`config.mk`:
```
export PLATFORM = sky130hd
export DESIGN_NAME = ext_irq_filter
export DESIGN_NICKNAME = d
export VERILOG_FILES = /design/src/rtl/irqf_pkg.sv /design/src/rtl/irqf_strobe.sv /design/src/rtl/irqf_filter.sv /design/src/rtl/irqf_edge.sv /design/src/rtl/ext_irq_filter.sv
export SDC_FILE = /design/constraint.sdc
export NUM_CORES = 1
export LEC_CHECK = 0
export ABC_AREA = 1
export ABC_CLOCK_PERIOD_IN_PS = 1890
export BUFFER_PORTS_ARGS = -buffer_cell sky130_fd_sc_hd__buf_4
export CELL_PAD_IN_SITES_DETAIL_PLACEMENT = 1
export CELL_PAD_IN_SITES_GLOBAL_PLACEMENT = 1
export CORE_MARGIN = 4
export CORE_UTILIZATION = 30
export DETAILED_ROUTE_END_ITERATION = 10
export PLACE_DENSITY = 0.62
export SYNTH_ARGS = -nofsm -noshare
export SYNTH_HDL_FRONTEND = slang
export SYNTH_HIERARCHICAL = 1
export SYNTH_SLANG_ARGS = --single-unit
```
`constraint.sdc`:
```
create_clock -name clk -period 1.89 [get_ports clk]
set_clock_uncertainty 0.15 [all_clocks]
set_input_delay 0.0945 -clock clk [delete_from_list [all_inputs] [get_ports clk]]
set_output_delay 0.0945 -clock clk [all_outputs]
set_load 0.1 [all_outputs]
```
`src/rtl/irqf_pkg.sv`:
```
package irqf_pkg;

  typedef enum logic [1:0] {
    EDGE_OFF  = 2'b00,
    EDGE_RISE = 2'b01,
    EDGE_FALL = 2'b10,
    EDGE_ANY  = 2'b11
  } edge_mode_e;

  // Does a level change old_lvl -> new_lvl match the selected mode?
  function automatic logic edge_hit(input logic [1:0] mode,
                                    input logic old_lvl,
                                    input logic new_lvl);
    logic want_rise;
    logic want_fall;
    want_rise = (mode == EDGE_RISE) || (mode == EDGE_ANY);
    want_fall = (mode == EDGE_FALL) || (mode == EDGE_ANY);
    return (old_lvl != new_lvl) && (new_lvl ? want_rise : want_fall);
  endfunction

  // A new level is accepted when the stored samples and the current one
  // all agree and differ from the present filtered level.
  function automatic logic settle_ok(input logic [7:0] hist,
                                     input int unsigned hist_w,
                                     input logic cur,
                                     input logic lvl);
    logic same;
    same = 1'b1;
    for (int i = 0; i < 8; i++) begin
      if (i < int'(hist_w) && hist[i] != cur) same = 1'b0;
    end
    return same && (cur != lvl);
  endfunction

endpackage

```
`src/rtl/irqf_strobe.sv`:
```
module irqf_strobe #(
  parameter int DIV_W = 2
) (
  input  logic clk,
  input  logic rst_n,
  output logic stb_o
);
  logic [DIV_W-1:0] cnt_q;

  always_ff @(posedge clk) begin
    if (!rst_n) cnt_q <= '0;
    else        cnt_q <= cnt_q + DIV_W'(1);
  end

  assign stb_o = &cnt_q;
endmodule

```
`src/rtl/irqf_filter.sv`:
```
module irqf_filter
  import irqf_pkg::*;
#(
  parameter int SAMPLES = 3
) (
  input  logic clk,
  input  logic rst_n,
  input  logic stb_i,
  input  logic pin_i,
  output logic lvl_o,
  output logic chg_o
);
  localparam int HW = SAMPLES - 1;

  logic          meta_q;
  logic          sync_q;
  logic [HW-1:0] hist_q;
  logic          lvl_q;
  logic [7:0]    hist_ext;

  always_ff @(posedge clk) begin
    meta_q <= pin_i;
    sync_q <= meta_q;
  end

  assign hist_ext = 8'(hist_q);
  assign chg_o    = stb_i && settle_ok(hist_ext, HW, sync_q, lvl_q);

  always_ff @(posedge clk) begin
    if (!rst_n) begin
      hist_q <= {HW{sync_q}};
      lvl_q  <= sync_q;
    end else begin
      if (stb_i) hist_q <= HW'({hist_q, sync_q});
      if (chg_o) lvl_q  <= sync_q;
    end
  end

  assign lvl_o = lvl_q;
endmodule

```
`src/rtl/irqf_edge.sv`:
```
module irqf_edge
  import irqf_pkg::*;
(
  input  logic       clk,
  input  logic       rst_n,
  input  logic [1:0] mode_i,
  input  logic       chg_i,
  input  logic       lvl_i,
  output logic       irq_o
);
  logic irq_q;

  always_ff @(posedge clk) begin
    if (!rst_n) irq_q <= 1'b0;
    else        irq_q <= chg_i && edge_hit(mode_i, lvl_i, !lvl_i);
  end

  assign irq_o = irq_q;
endmodule

```
`src/rtl/ext_irq_filter.sv`:
```
module ext_irq_filter #(
  parameter int N_IN    = 6,
  parameter int DIV_W   = 2,
  parameter int SAMPLES = 3
) (
  input  logic              clk,
  input  logic              rst_n,
  input  logic [N_IN-1:0]   pin_i,
  input  logic [2*N_IN-1:0] mode_i,
  output logic [N_IN-1:0]   irq_o
);
  logic            smp_stb;
  logic [N_IN-1:0] flt_lvl;
  logic [N_IN-1:0] flt_chg;

  irqf_strobe #(.DIV_W(DIV_W)) u_stb (
    .clk  (clk),
    .rst_n(rst_n),
    .stb_o(smp_stb)
  );

  for (genvar ch = 0; ch < N_IN; ch++) begin : g_ch
    irqf_filter #(.SAMPLES(SAMPLES)) u_flt (
      .clk  (clk),
      .rst_n(rst_n),
      .stb_i(smp_stb),
      .pin_i(pin_i[ch]),
      .lvl_o(flt_lvl[ch]),
      .chg_o(flt_chg[ch])
    );

    irqf_edge u_edge (
      .clk   (clk),
      .rst_n (rst_n),
      .mode_i(mode_i[2*ch +: 2]),
      .chg_i (flt_chg[ch]),
      .lvl_i (flt_lvl[ch]),
      .irq_o (irq_o[ch])
    );
  end
endmodule

```
Word level (Yosys, flattened, before mapping):

Index checks and enable logic that the tools add are counted.

* $add $sub $neg: 1
* equal/unequal tests: 49
* reductions and logical operators: 43
* multiplexer cells: 42

Operators by type and width (count)
* two-way mux 1 bit: 30
* == test 2 bit, second input constant: 12
* logical AND 1 bit: 24
* two-way mux 2 bit: 12
* inequality test 1 bit: 24
* inequality test 2 x 1 -> 1 bit, second input constant: 7
* == test 2 x 1 -> 1 bit, second input constant: 6
* logical OR 1 bit: 12
* logical NOT 1 bit: 6
* adder 2 x 1 -> 2 bit, second input constant: 1
* AND reduction 2 bit: 1

* bits of input ports: 20
* logic and storage cells: 166
* bits in registers: 38
* output and inout port bits: 6

Logic depth before layout (Yosys ltp):

Gate-level depths: netlist of run 1.

* depth after elaboration: 7
* depth in mapped cells: 9
* depth with buffers taken out: 9

Modules after synthesis:

Netlist of run 1, hierarchy kept.

Modules (own cells, without submodules)
* irqf_filter: area an instance 201.4 µm², cells an instance 22, instances 6
* irqf_edge: area an instance 48.8 µm², cells an instance 8, instances 6
* irqf_strobe: area an instance 70.1 µm², cells an instance 7, instances 1

Least setup slack after synthesis of run 1:

Ideal clock, no wire load.

* kind: reg-to-reg
* start point: register u_stb.cnt_q[0]
* end point: register g_ch[0].u_flt.lvl_q, enable pin
* cell stages (with the launch flop): 4
* required time: 1.449 ns
* path buffers: 0
* setup slack: 0.526 ns
* setup time: 0.291 ns
* arrival time: 0.923 ns
* cell sequence: dfxtp_1 -> ha_1 -> nand3_2 -> nand2_1

* word-level cells in the longest chain between the ends: 3

Ends and longest elaborated chain
* from (decl): RTL line irqf_strobe.sv:8 `logic [DIV_W-1:0] cnt_q;`
* from (signal assigned): RTL line irqf_strobe.sv:12 `else cnt_q <= cnt_q + DIV_W'(1);`
* AND reduction 2 bit: RTL line irqf_strobe.sv:15 `assign stb_o = &cnt_q;`
* named net smp_stb: RTL line ext_irq_filter.sv:12 `logic smp_stb;`
* logical AND 1 bit: RTL line irqf_filter.sv:27 `assign chg_o = stb_i && settle_ok(hist_ext, HW, sync_q, lvl_q);`
* inequality test 2 x 1 -> 1 bit (no line)
* to (signal assigned): RTL line irqf_filter.sv:32 `lvl_q <= sync_q;`
* to (signal assigned): RTL line irqf_filter.sv:35 `if (chg_o) lvl_q <= sync_q;`
* to (decl): RTL line irqf_filter.sv:18 `logic lvl_q;`

The timed path passes the listed nets, and every way through them passes these cells.
A chain may end at the register's enable or synchronous reset.

Final worst setup path of run 1:

* start point: register u_stb.cnt_q[1]
* end point: register g_ch[3].u_edge.irq_q

* word-level cells in the longest chain between the ends: 3

Ends and longest elaborated chain
* AND reduction 2 bit: RTL line irqf_strobe.sv:15
* named net smp_stb: RTL line ext_irq_filter.sv:12
* logical AND 1 bit: RTL line irqf_filter.sv:27
* named net flt_chg[3]: RTL line ext_irq_filter.sv:14 `logic [N_IN-1:0] flt_chg;`
* logical AND 1 bit: RTL line irqf_edge.sv:15 `else irq_q <= chg_i && edge_hit(mode_i, lvl_i, !lvl_i);`
* to (signal assigned): RTL line irqf_edge.sv:15
* to (decl): RTL line irqf_edge.sv:11 `logic irq_q;`

The timed path passes the listed nets, and every way through them passes these cells.

==> summary.md, run 1 <==
| Metric | Value |
|---|---|
| DIE WIDTH | `80.4 um` |
| Final setup vio count | `0` |
| Final Non-Filler Cells | `310` |
| Syn Inst Count | `187` |
| Net load switching power | `388 uW` |
| HPWL Detailed | `2040 um` |
| Final Max Tran Viols | `0` |
| #FFs+latches synth | `38` |
| Clock Sinks | `38` |
| # IOs | `26` |
| Largest net degree at the start of global routing | `33` |
| Critical Path AT | `1860 ps` |
| Clock power share | `33.8%` |
| Vias | `1213` |
| Dpl cell area | `1860 um^2` |
| Peak supply drop | `577 uV` |
| Gr usage total | `10.9%` |
| Clock transition at the registers of the reported paths | `70 ps` |
| Metal-1 WL | `1370 um` |
| I/O Buffers | `25` |
| Sw frac | `23.1%` |
| First-pass DRT Iterations | `4` |
| Antenna cell count | `0` |
| Internal power | `1290 uW` |
| Initial drt markers | `65` |
| Routed WL | `2980 um` |
| Seq/Total Area, Yosys | `59.9%` |
| DRT antenna net count | `0` |
| Critical path type | `register to register` |
| Max Cap Viol | `0` |
| CTS tree | `built` |
| Tmin final | `1780 ps` |
| Mapped Area | `1570 um^2` |
| Nets | `260` |
| Core area | `5110 um^2` |
| Syn avg cell area | `8.40 um^2` |
| Worst slew pin tran | `310 ps` |
| Fill cells | `635` |
| Number of global-route vias before repair | `1216` |
| Grt total ovfl | `0` |
| P_leak | `0.00115 uW` |
| Syn Nets | `208` |
| CP required | `1970 ps` |
| Pwr Density | `778 nW/um^2` |
| Uppermost routed layer | `met4` |
| Startpoint types | `register` |
| Outcome | `finished clean` |
| Period utilization | `93.9%` |
| Seq pwr share | `56.4%` |
| Die span in y | `80.4 um` |
| Comb pwr share | `9.7%` |
| Yosys warning count | `6` |
| Gpl congestion | `0.693` |
| Met2 WL | `1410 um` |
| Clock latency on the worst-skew pair | `290 ps` |
| Vias/cell | `3.91` |
| Crit Path Max Fanout | `6` |
| Fin Setup TNS | `0 ps` |
| Met3 Wirelength | `148 um` |
| Fin area | `2150 um^2` |
| Share of post-route cells with drive strength above 1 | `20.4%` |
| Final hold vios | `0` |
| Area grow syn2layout | `37.1%` |
| CTS Buf Count | `5` |
| Rows | `26` |
| Initial antenna violation count | `0` |
| Yosys cell types | `9` |
| Max clock buf depth | `2` |
| Critical Path End Type | `register` |
| DRC | `0` |
| Root Driver | `clkbuf_8` |
| First-pass GRT wire length | `5310 um` |
| Placed Cells incl. Taps | `284` |
| Initial core utilization | `30.8%` |
| H-tree depth reported by CTS | `2` |
| Worst Hold Class | `primary input to register` |
| WL/cell | `9.62 um` |
| Setup repair after global routing missed its margin | `false` |
| Achievable Freq | `563 MHz` |
| Max_slew headroom | `79.3%` |
| Die Area | `6460 um^2` |
==> power by group through the flow <==
stage	Clock [uW]	Sequential [uW]	Combinational, uW
global route	642	954	188
floorplan	0	957	78.0
finish	568	946	163
detailed placement	0	963	140
CTS	601	944	162
global placement	0	961	137
==> final cells by class <==
cell class / instances / area, um^2 / area share, %
Clock buffer: 7 / 86.3 / 4.01
Multi-Input combinational cell: 99 / 455 / 21.1
Clock inverter: 1 / 5.00 / 0.232
Timing Repair Buffer: 45 / 390 / 18.1
Tap cell: 70 / 87.6 / 4.07
Sequential cell: 38 / 942 / 43.7
Inverter: 50 / 188 / 8.71
==> placed cells by master, fill, tap and decap left out <==
| cell type | netlist | layout |
|---|---|---|
| clkbuf_8 | 0 | 6 |
| nand2_1 | 73 | 73 |
| clkinv_2 | 0 | 1 |
| dlygate4sd3_1 | 0 | 18 |
| inv_1 | 50 | 50 |
| dfxtp_1 | 20 | 19 |
| nor2_2 | 7 | 7 |
| nand3_2 | 6 | 6 |
| clkbuf_1 | 0 | 1 |
| o21ai_0 | 6 | 6 |
| ha_4 | 0 | 1 |
| edfxtp_1 | 18 | 18 |
| dfxtp_2 | 0 | 1 |
| buf_4 | 0 | 25 |
| buf_6 | 0 | 2 |
| nor2_1 | 6 | 6 |
==> metrics by stage <==
stage	worst slack, ps	util, %	hold WS [ps]	power [uW]
after floorplan	526	-	-27.8	1040
after global placement	640	36.5	48.8	1100
after detailed placement	591	36.5	50.1	1100
after CTS	33.9	41.8	32.8	1710
after global routing	1.57	42.2	35.2	1780
final	115	42.2	39.5	1680
==> synth_stat cells (all sizes together) <==
library cell | count | share of area [%]
dfxtp | 20 | 25
o21ai | 6 | 1.9
nand2 | 73 | 17
nor2 | 13 | 4.2
edfxtp | 18 | 34
inv | 50 | 12
nand3 | 6 | 3.8
ha | 1 | 0.80
==> what timing repair did <==
action                                  CTS  global route
hold buffers                             18             0
gates resized for setup                   0             5
endpoints found under the hold margin    12             0
buffers inserted                          0             0
endpoints found under the setup margin    0             6
==> sequential cells by signal (all words and copies together), names as in the netlist <==
signal	flops
g_ch.u_flt/hist_q	12
g_ch.u_flt/lvl_o	6
u_stb/cnt_q	2
g_ch.u_flt/sync_q	6
g_ch.u_flt/meta_q	6
g_ch.u_edge/irq_o	6
==> worst paths after layout <==
check,slack (ps),start,depth (start not counted),end
max,110,u_stb/cnt_q[1],9,g_ch[3].u_edge/irq_o
min,40,rst_n,3,u_stb/cnt_q[0]
max reg2reg,110,u_stb/cnt_q[1],9,g_ch[3].u_edge/irq_o
min reg2reg,180,g_ch[5].u_flt/meta_q,0,g_ch[5].u_flt/sync_q
==> logic make-up (layout without fill, tap and decap cells) <==
kind of cell             Yosys count  after routing  synth area share [%]
adder cells (fa/ha/maj)            1              1                 0.796
flip-flops                        38             38                  59.9
AO/OA/AOI/OAI                      6              6                  1.91
buffers and inverters             50            103                  11.9
AND/OR/NAND/NOR                   92             92                  25.5
==> routing by layer <==
layer  vias to the layer above  track usage, %
li1                        647               -
met3                         6            4.04
met1                       539            13.0
met2                        21            17.4
met4                         0            4.56
met5                         -               0
==> worst max-delay path, cell delays in order, from the launching register on <==
cell,delay (ps)
dfxtp_1,370
ha_4,160
buf_6,130
nand3_2,80
inv_1,60
nand2_1,40
inv_1,60
nand2_1,50
nor2_2,70
dlygate4sd3_1,540
Note: power is estimated with default switching activity, not from simulation.
==> run 2: changes to the inputs <==
- PLACE_DENSITY: 0.62 -> default
- PLACE_DENSITY_LB_ADDON: default -> 0.1
==> summary.md, run 2 (synthesized netlist as in run 1, its figures left out) <==
| Metric | Value |
|---|---|
| Antenna cell count | `0` |
| Multi-input gate area | `455 um^2` |
| Rows | `26` |
| Share of post-route cells with drive strength above 1 | `21.0%` |
| Setup repair after global routing missed its margin | `false` |
| Crit path from | `u_stb/cnt_q[0]` |
| Internal power | `1300 uW` |
| Startpoint types | `register` |
| CTS tree | `built` |
| Die span in y | `80.4 um` |
| Worst Hold Class | `primary input to register` |
| Final Non-Filler Cells | `313` |
| DIE WIDTH | `80.4 um` |
| Period utilization | `93.4%` |
| Most frequent cells in the layout | `73 x nand2_1, 50 x inv_1, 28 x buf_4` |
| Sw frac | `22.3%` |
| Storage cell area | `942 um^2` |
| Initial antenna violation count | `0` |
| Outcome | `finished clean` |
| Clock latency on the worst-skew pair | `270 ps` |
| DRC | `0` |
| Gpl congestion | `0.636` |
| Comb pwr share | `10.2%` |
| Vias | `1255` |
| FF-to-FF Start | `u_stb/cnt_q[0]` |
| Gr usage total | `10.6%` |
| Most common cell after layout, fill and taps aside | `nand2_1` |
| Placed Cells incl. Taps | `283` |
| Final Max Tran Viols | `0` |
| Max Cap Viol | `0` |
| Root Driver | `clkbuf_8` |
| # IOs | `26` |
| Final setup vio count | `0` |
| Tmin final | `1770 ps` |
| Fill cells | `616` |
| Vias/cell | `4.01` |
| Clock transition at the registers of the reported paths | `70 ps` |
| Critical Path AT | `1840 ps` |
| Grt total ovfl | `0` |
| Area grow syn2layout | `38.1%` |
| Peak supply drop | `446 uV` |
| Routed WL | `3180 um` |
| First-pass DRT Iterations | `4` |
| Net load switching power | `373 uW` |
| Max reg flops | `12` |
| Initial core utilization | `30.8%` |
| P_leak | `0.00116 uW` |
| Largest net degree at the start of global routing | `33` |
| H-tree depth reported by CTS | `2` |
| DRT antenna net count | `0` |
| Initial drt markers | `30` |
| Worst slew pin tran | `313 ps` |
| CTS Buf Count | `5` |
| Pwr Density | `770 nW/um^2` |
| Fin Setup TNS | `0 ps` |
| Critical path type | `register to register` |
| Final hold vios | `0` |
| Number of global-route vias before repair | `1278` |
| Nets | `263` |
| CP required | `1960 ps` |
| First-pass GRT wire length | `5330 um` |
| I/O Buffers | `25` |
| Crit Path Max Fanout | `5` |
| WL/cell | `10.2 um` |
| Achievable Freq | `566 MHz` |
| Clock power share | `33.2%` |
| Critical Path End Type | `register` |
| Core area | `5110 um^2` |
| Max clock buf depth | `2` |
| HPWL Detailed | `2120 um` |
| Top reg by flops | `g_ch.u_flt/hist_q` |
| Clock Sinks | `38` |
| Die Area | `6460 um^2` |
| Hold Startpoint | `rst_n` |
| Max_slew headroom | `79.2%` |
| Seq pwr share | `56.6%` |
run 2: cell count changes in the layout (fill, tap and decap cells not counted):
cell,previous run,this run
buf_4,25,28
clkbuf_1,1,2
buf_6,2,1
clkinv_2,1,0
buf_2,0,1
run 2: power by group through the flow:
stage               registers, uW  logic, uW  clock network [uW]
floorplan                     957       78.0                   0
global placement              958        131                   0
detailed placement            963        139                   0
CTS                           944        164                 590
global route                  952        195                 624
finish                        946        171                 554
run 2: critical path, stage by stage (launching register included):
cell           delay [ps]
dfxtp_2               360
ha_4                  150
buf_6                 120
nand3_2                80
inv_1                  50
nand2_1                40
inv_1                  60
nand2_1                60
nor2_2                 80
dlygate4sd3_1         540
run 2: layout make-up:
type	count	share of cell area, %
sequential	38	43.4
multi-input combinational	99	21.0
timing repair buffer	48	18.7
inverter	50	8.65
clock buffer	8	4.15
tap	70	4.04
run 2: path summary, 6_finish.rpt:
check / end / slack (ps) / depth (start not counted)
max: g_ch[1].u_edge/irq_o / 120 / 9
min: u_stb/cnt_q[1] / 60 / 3
max reg2reg: g_ch[1].u_edge/irq_o / 120 / 9
min reg2reg: g_ch[0].u_flt/sync_q / 170 / 0
run 2: metal layers:
| layer | part of all wire (%) | track usage (%) | vias up | routed length [um] |
|---|---|---|---|---|
| met5 | 0 | 0 | - | 0 |
| met4 | 1.2 | 4.05 | 0 | 38 |
| met1 | 43 | 11.6 | 574 | 1380 |
| li1 | - | - | 657 | - |
| met2 | 52 | 19.2 | 19 | 1650 |
| met3 | 3.8 | 3.03 | 5 | 120 |
run 2: what timing repair did:
item                                    in CTS  in global routing
setup buffers                                0                  3
hold buffers                                18                  0
gates resized for setup                      0                  4
hold endpoints to repair                    12                  0
endpoints found under the setup margin       0                  4
run 2: metrics by stage:
stage	worst slack, ps	hold slack (ps)	cell area [um^2]	utilization, %	power, uW
after floorplan	526	-27.8	1570	-	1040
after global placement	594	49.7	1850	36.3	1090
after detailed placement	551	51.2	1850	36.3	1100
after CTS	24.6	54.9	2120	41.6	1700
after global routing	11.2	87.5	2170	42.5	1770
final	124	58.2	2170	42.5	1670
==> run 3: changes to the inputs <==
- ABC_AREA: 1 -> default
==> summary.md, run 3 <==
| Metric | Value |
|---|---|
| Vias | `894` |
| Share of the synthesized area in the top cell type | `38.6%` |
| Final Max Tran Viols | `0` |
| Top post-synthesis cells by count | `20 x dfxtp_1, 18 x edfxtp_1, 12 x nand2b_1` |
| DIE WIDTH | `76.3 um` |
| Comb pwr share | `8.3%` |
| Internal power | `1250 uW` |
| Clock transition at the registers of the reported paths | `70 ps` |
| Worst path max stage delay | `530 ps` |
| Hold Path Stages | `3` |
| Worst slew pin tran | `406 ps` |
| Number of global-route vias before repair | `950` |
| Max Cap Viol | `0` |
| Grt total ovfl | `0` |
| Seq pwr share | `59.5%` |
| Syn Inst Count | `95` |
| Post-synth top area cell | `edfxtp_1` |
| Startpoint types | `register` |
| Rows | `24` |
| Gpl congestion | `0.641` |
| Final Worst Setup Slack | `225 ps` |
| Root Driver | `clkbuf_8` |
| Mapped Area | `1400 um^2` |
| Critical path depth | `3` |
| CTS tree | `built` |
| DRT antenna net count | `0` |
| Max reg flops | `12` |
| Initial core utilization | `31.5%` |
| Share of post-route cells with drive strength above 1 | `26.0%` |
| Number of flops mapped to enable cells by yosys | `18` |
| Yosys warning count | `6` |
| Antenna cell count | `0` |
| Top reg by flops | `g_ch.u_flt/hist_q` |
| Setup repair after global routing missed its margin | `false` |
| Die Area | `5830 um^2` |
| Fin Setup TNS | `0 ps` |
| #FFs+latches synth | `38` |
| Syn avg cell area | `14.8 um^2` |
| Critical Path End Type | `register` |
| Main synth FF type | `dfxtp_1` |
| Worst Hold Class | `primary input to register` |
| Buf/Inv on CP | `0` |
| Peak supply drop | `423 uV` |
| Sw frac | `20.7%` |
| Outcome | `finished clean` |
| HPWL Detailed | `1550 um` |
| Crit Path Max Fanout | `3` |
| Initial drt markers | `30` |
| Initial antenna violation count | `0` |
| Yosys cell types | `13` |
| Max clock buf depth | `2` |
| Critical Path AT | `1520 ps` |
| Critical path type | `register to register` |
| # IOs | `26` |
| CP delay by family, top | `simple AND/OR/NAND/NOR gates` |
| Hold WS | `40.7 ps` |
| Dpl ws | `223 ps` |
| Post CTS Setup Buffer Count | `0` |
| Most frequent cells in the layout | `25 x buf_4, 20 x dfxtp_1, 18 x dlygate4sd3_1, 18 x edfxtp_1, 12 x nand2b_1` |
| Count leader, synth | `dfxtp_1` |
| Asr flop ratio synth | `0%` |
| Pwr Density | `825 nW/um^2` |
| Net load switching power | `328 uW` |
| Nets | `166` |
| Clock Sinks | `38` |
| I/O Buffers | `25` |
| P_leak | `0.000742 uW` |
| Worst path cell trace | `or4b_1 > a21boi_2 > nand2b_1` |
| Vias/cell | `4.52` |
| Core area | `4440 um^2` |
| CP required | `1740 ps` |
| H-tree depth reported by CTS | `2` |
| First-pass DRT Iterations | `3` |
| R2R cell count | `3` |
| Top cells by area, synth | `edfxtp_1 39%, dfxtp_1 29%, nand2b_1 5.4%` |
| Final hold vios | `0` |
| Seq/Total Area, Yosys | `67.1%` |
| Routed WL | `2360 um` |
| Achievable Freq | `601 MHz` |
| First-pass GRT wire length | `4070 um` |
| Tmin final | `1660 ps` |
| CTS Buf Count | `5` |
| Max_slew headroom | `73.0%` |
| Area grow syn2layout | `36.7%` |
| Most common cell after layout, fill and taps aside | `buf_4` |
| Clock power share | `32.2%` |
| Layout Utilization | `43.1%` |
| DRC | `0` |
| Clock latency on the worst-skew pair | `280 ps` |
| Final setup vio count | `0` |
| Largest net degree at the start of global routing | `27` |
| Gr usage total | `8.92%` |
| Fill cells | `475` |
| Die span in y | `76.3 um` |
| Slowest stage cell, crit path | `or4b_1` |
| Period utilization | `88.1%` |
| WL/cell | `11.9 um` |
| Syn Nets | `116` |
[run 3: metal layers]
| metal | vias to the layer above | GRT usage, % | wire (um) |
|---|---|---|---|
| li1 | 448 | - | - |
| met2 | 22 | 14.9 | 1140 |
| met3 | 4 | 3.43 | 132 |
| met5 | - | 0 | 0 |
| met4 | 0 | 4.89 | 31 |
| met1 | 420 | 9.73 | 1060 |
[run 3: final cells by class]
type	count	area (um^2)	area share, %
Clock inverter	2	8.76	0.457
Timing Repair Buffer	43	368	19.2
Sequential cell	38	941	49.1
Tap cell	52	65.1	3.40
Clock buffer	6	72.6	3.79
Multi-Input combinational cell	57	460	24.0
[run 3: kinds of logic after synthesis]
| kind of cell | synth area share [%] |
|---|---|
| adders and majority gates | 0.893 |
| muxes | 9.11 |
| DFF | 67.1 |
| and+or+nand+nor | 18.0 |
| AOI/OAI and AO/OA | 4.82 |
[run 3: path summary, 6_finish.rpt]
kind	start	endpoint	slack [ps]
worst max-delay path	g_ch[3].u_flt/hist_q[0]	g_ch[3].u_flt/lvl_o	230
worst min-delay path	rst_n	g_ch[4].u_edge/irq_o	40
worst max register to register	g_ch[3].u_flt/hist_q[0]	g_ch[3].u_flt/lvl_o	230
worst min register to register	g_ch[1].u_flt/meta_q	g_ch[1].u_flt/sync_q	180
[run 3: timing repair]
action | 4_1_cts | 5_1_grt
resized for setup | 0 | 0
hold buffers | 18 | 0
endpoints found under the hold margin | 12 | 0
[run 3: worst min-delay path, cell delays in order]
cell	delay, ps
buf_4	210
nand2_1	90
nor2_1	40
[run 3: power groups by stage]
stage          sequential (uW)  clock [uW]  combinational [uW]
2_1_floorplan              953           0                49.7
3_3_place_gp               956           0                94.5
3_5_place_dp               960           0                98.9
4_1_cts                    942         540                 133
5_1_grt                    947         575                 144
6_report                   940         509                 131
[run 3: per-stage QoR]
stage          instance area (um^2)  power, uW  std cells
2_1_floorplan                  1400       1000         95
3_3_place_gp                   1650       1050        172
3_5_place_dp                   1650       1060        172
4_1_cts                        1920       1610        198
5_1_grt                        1920       1670        198
6_report                       1920       1580        198
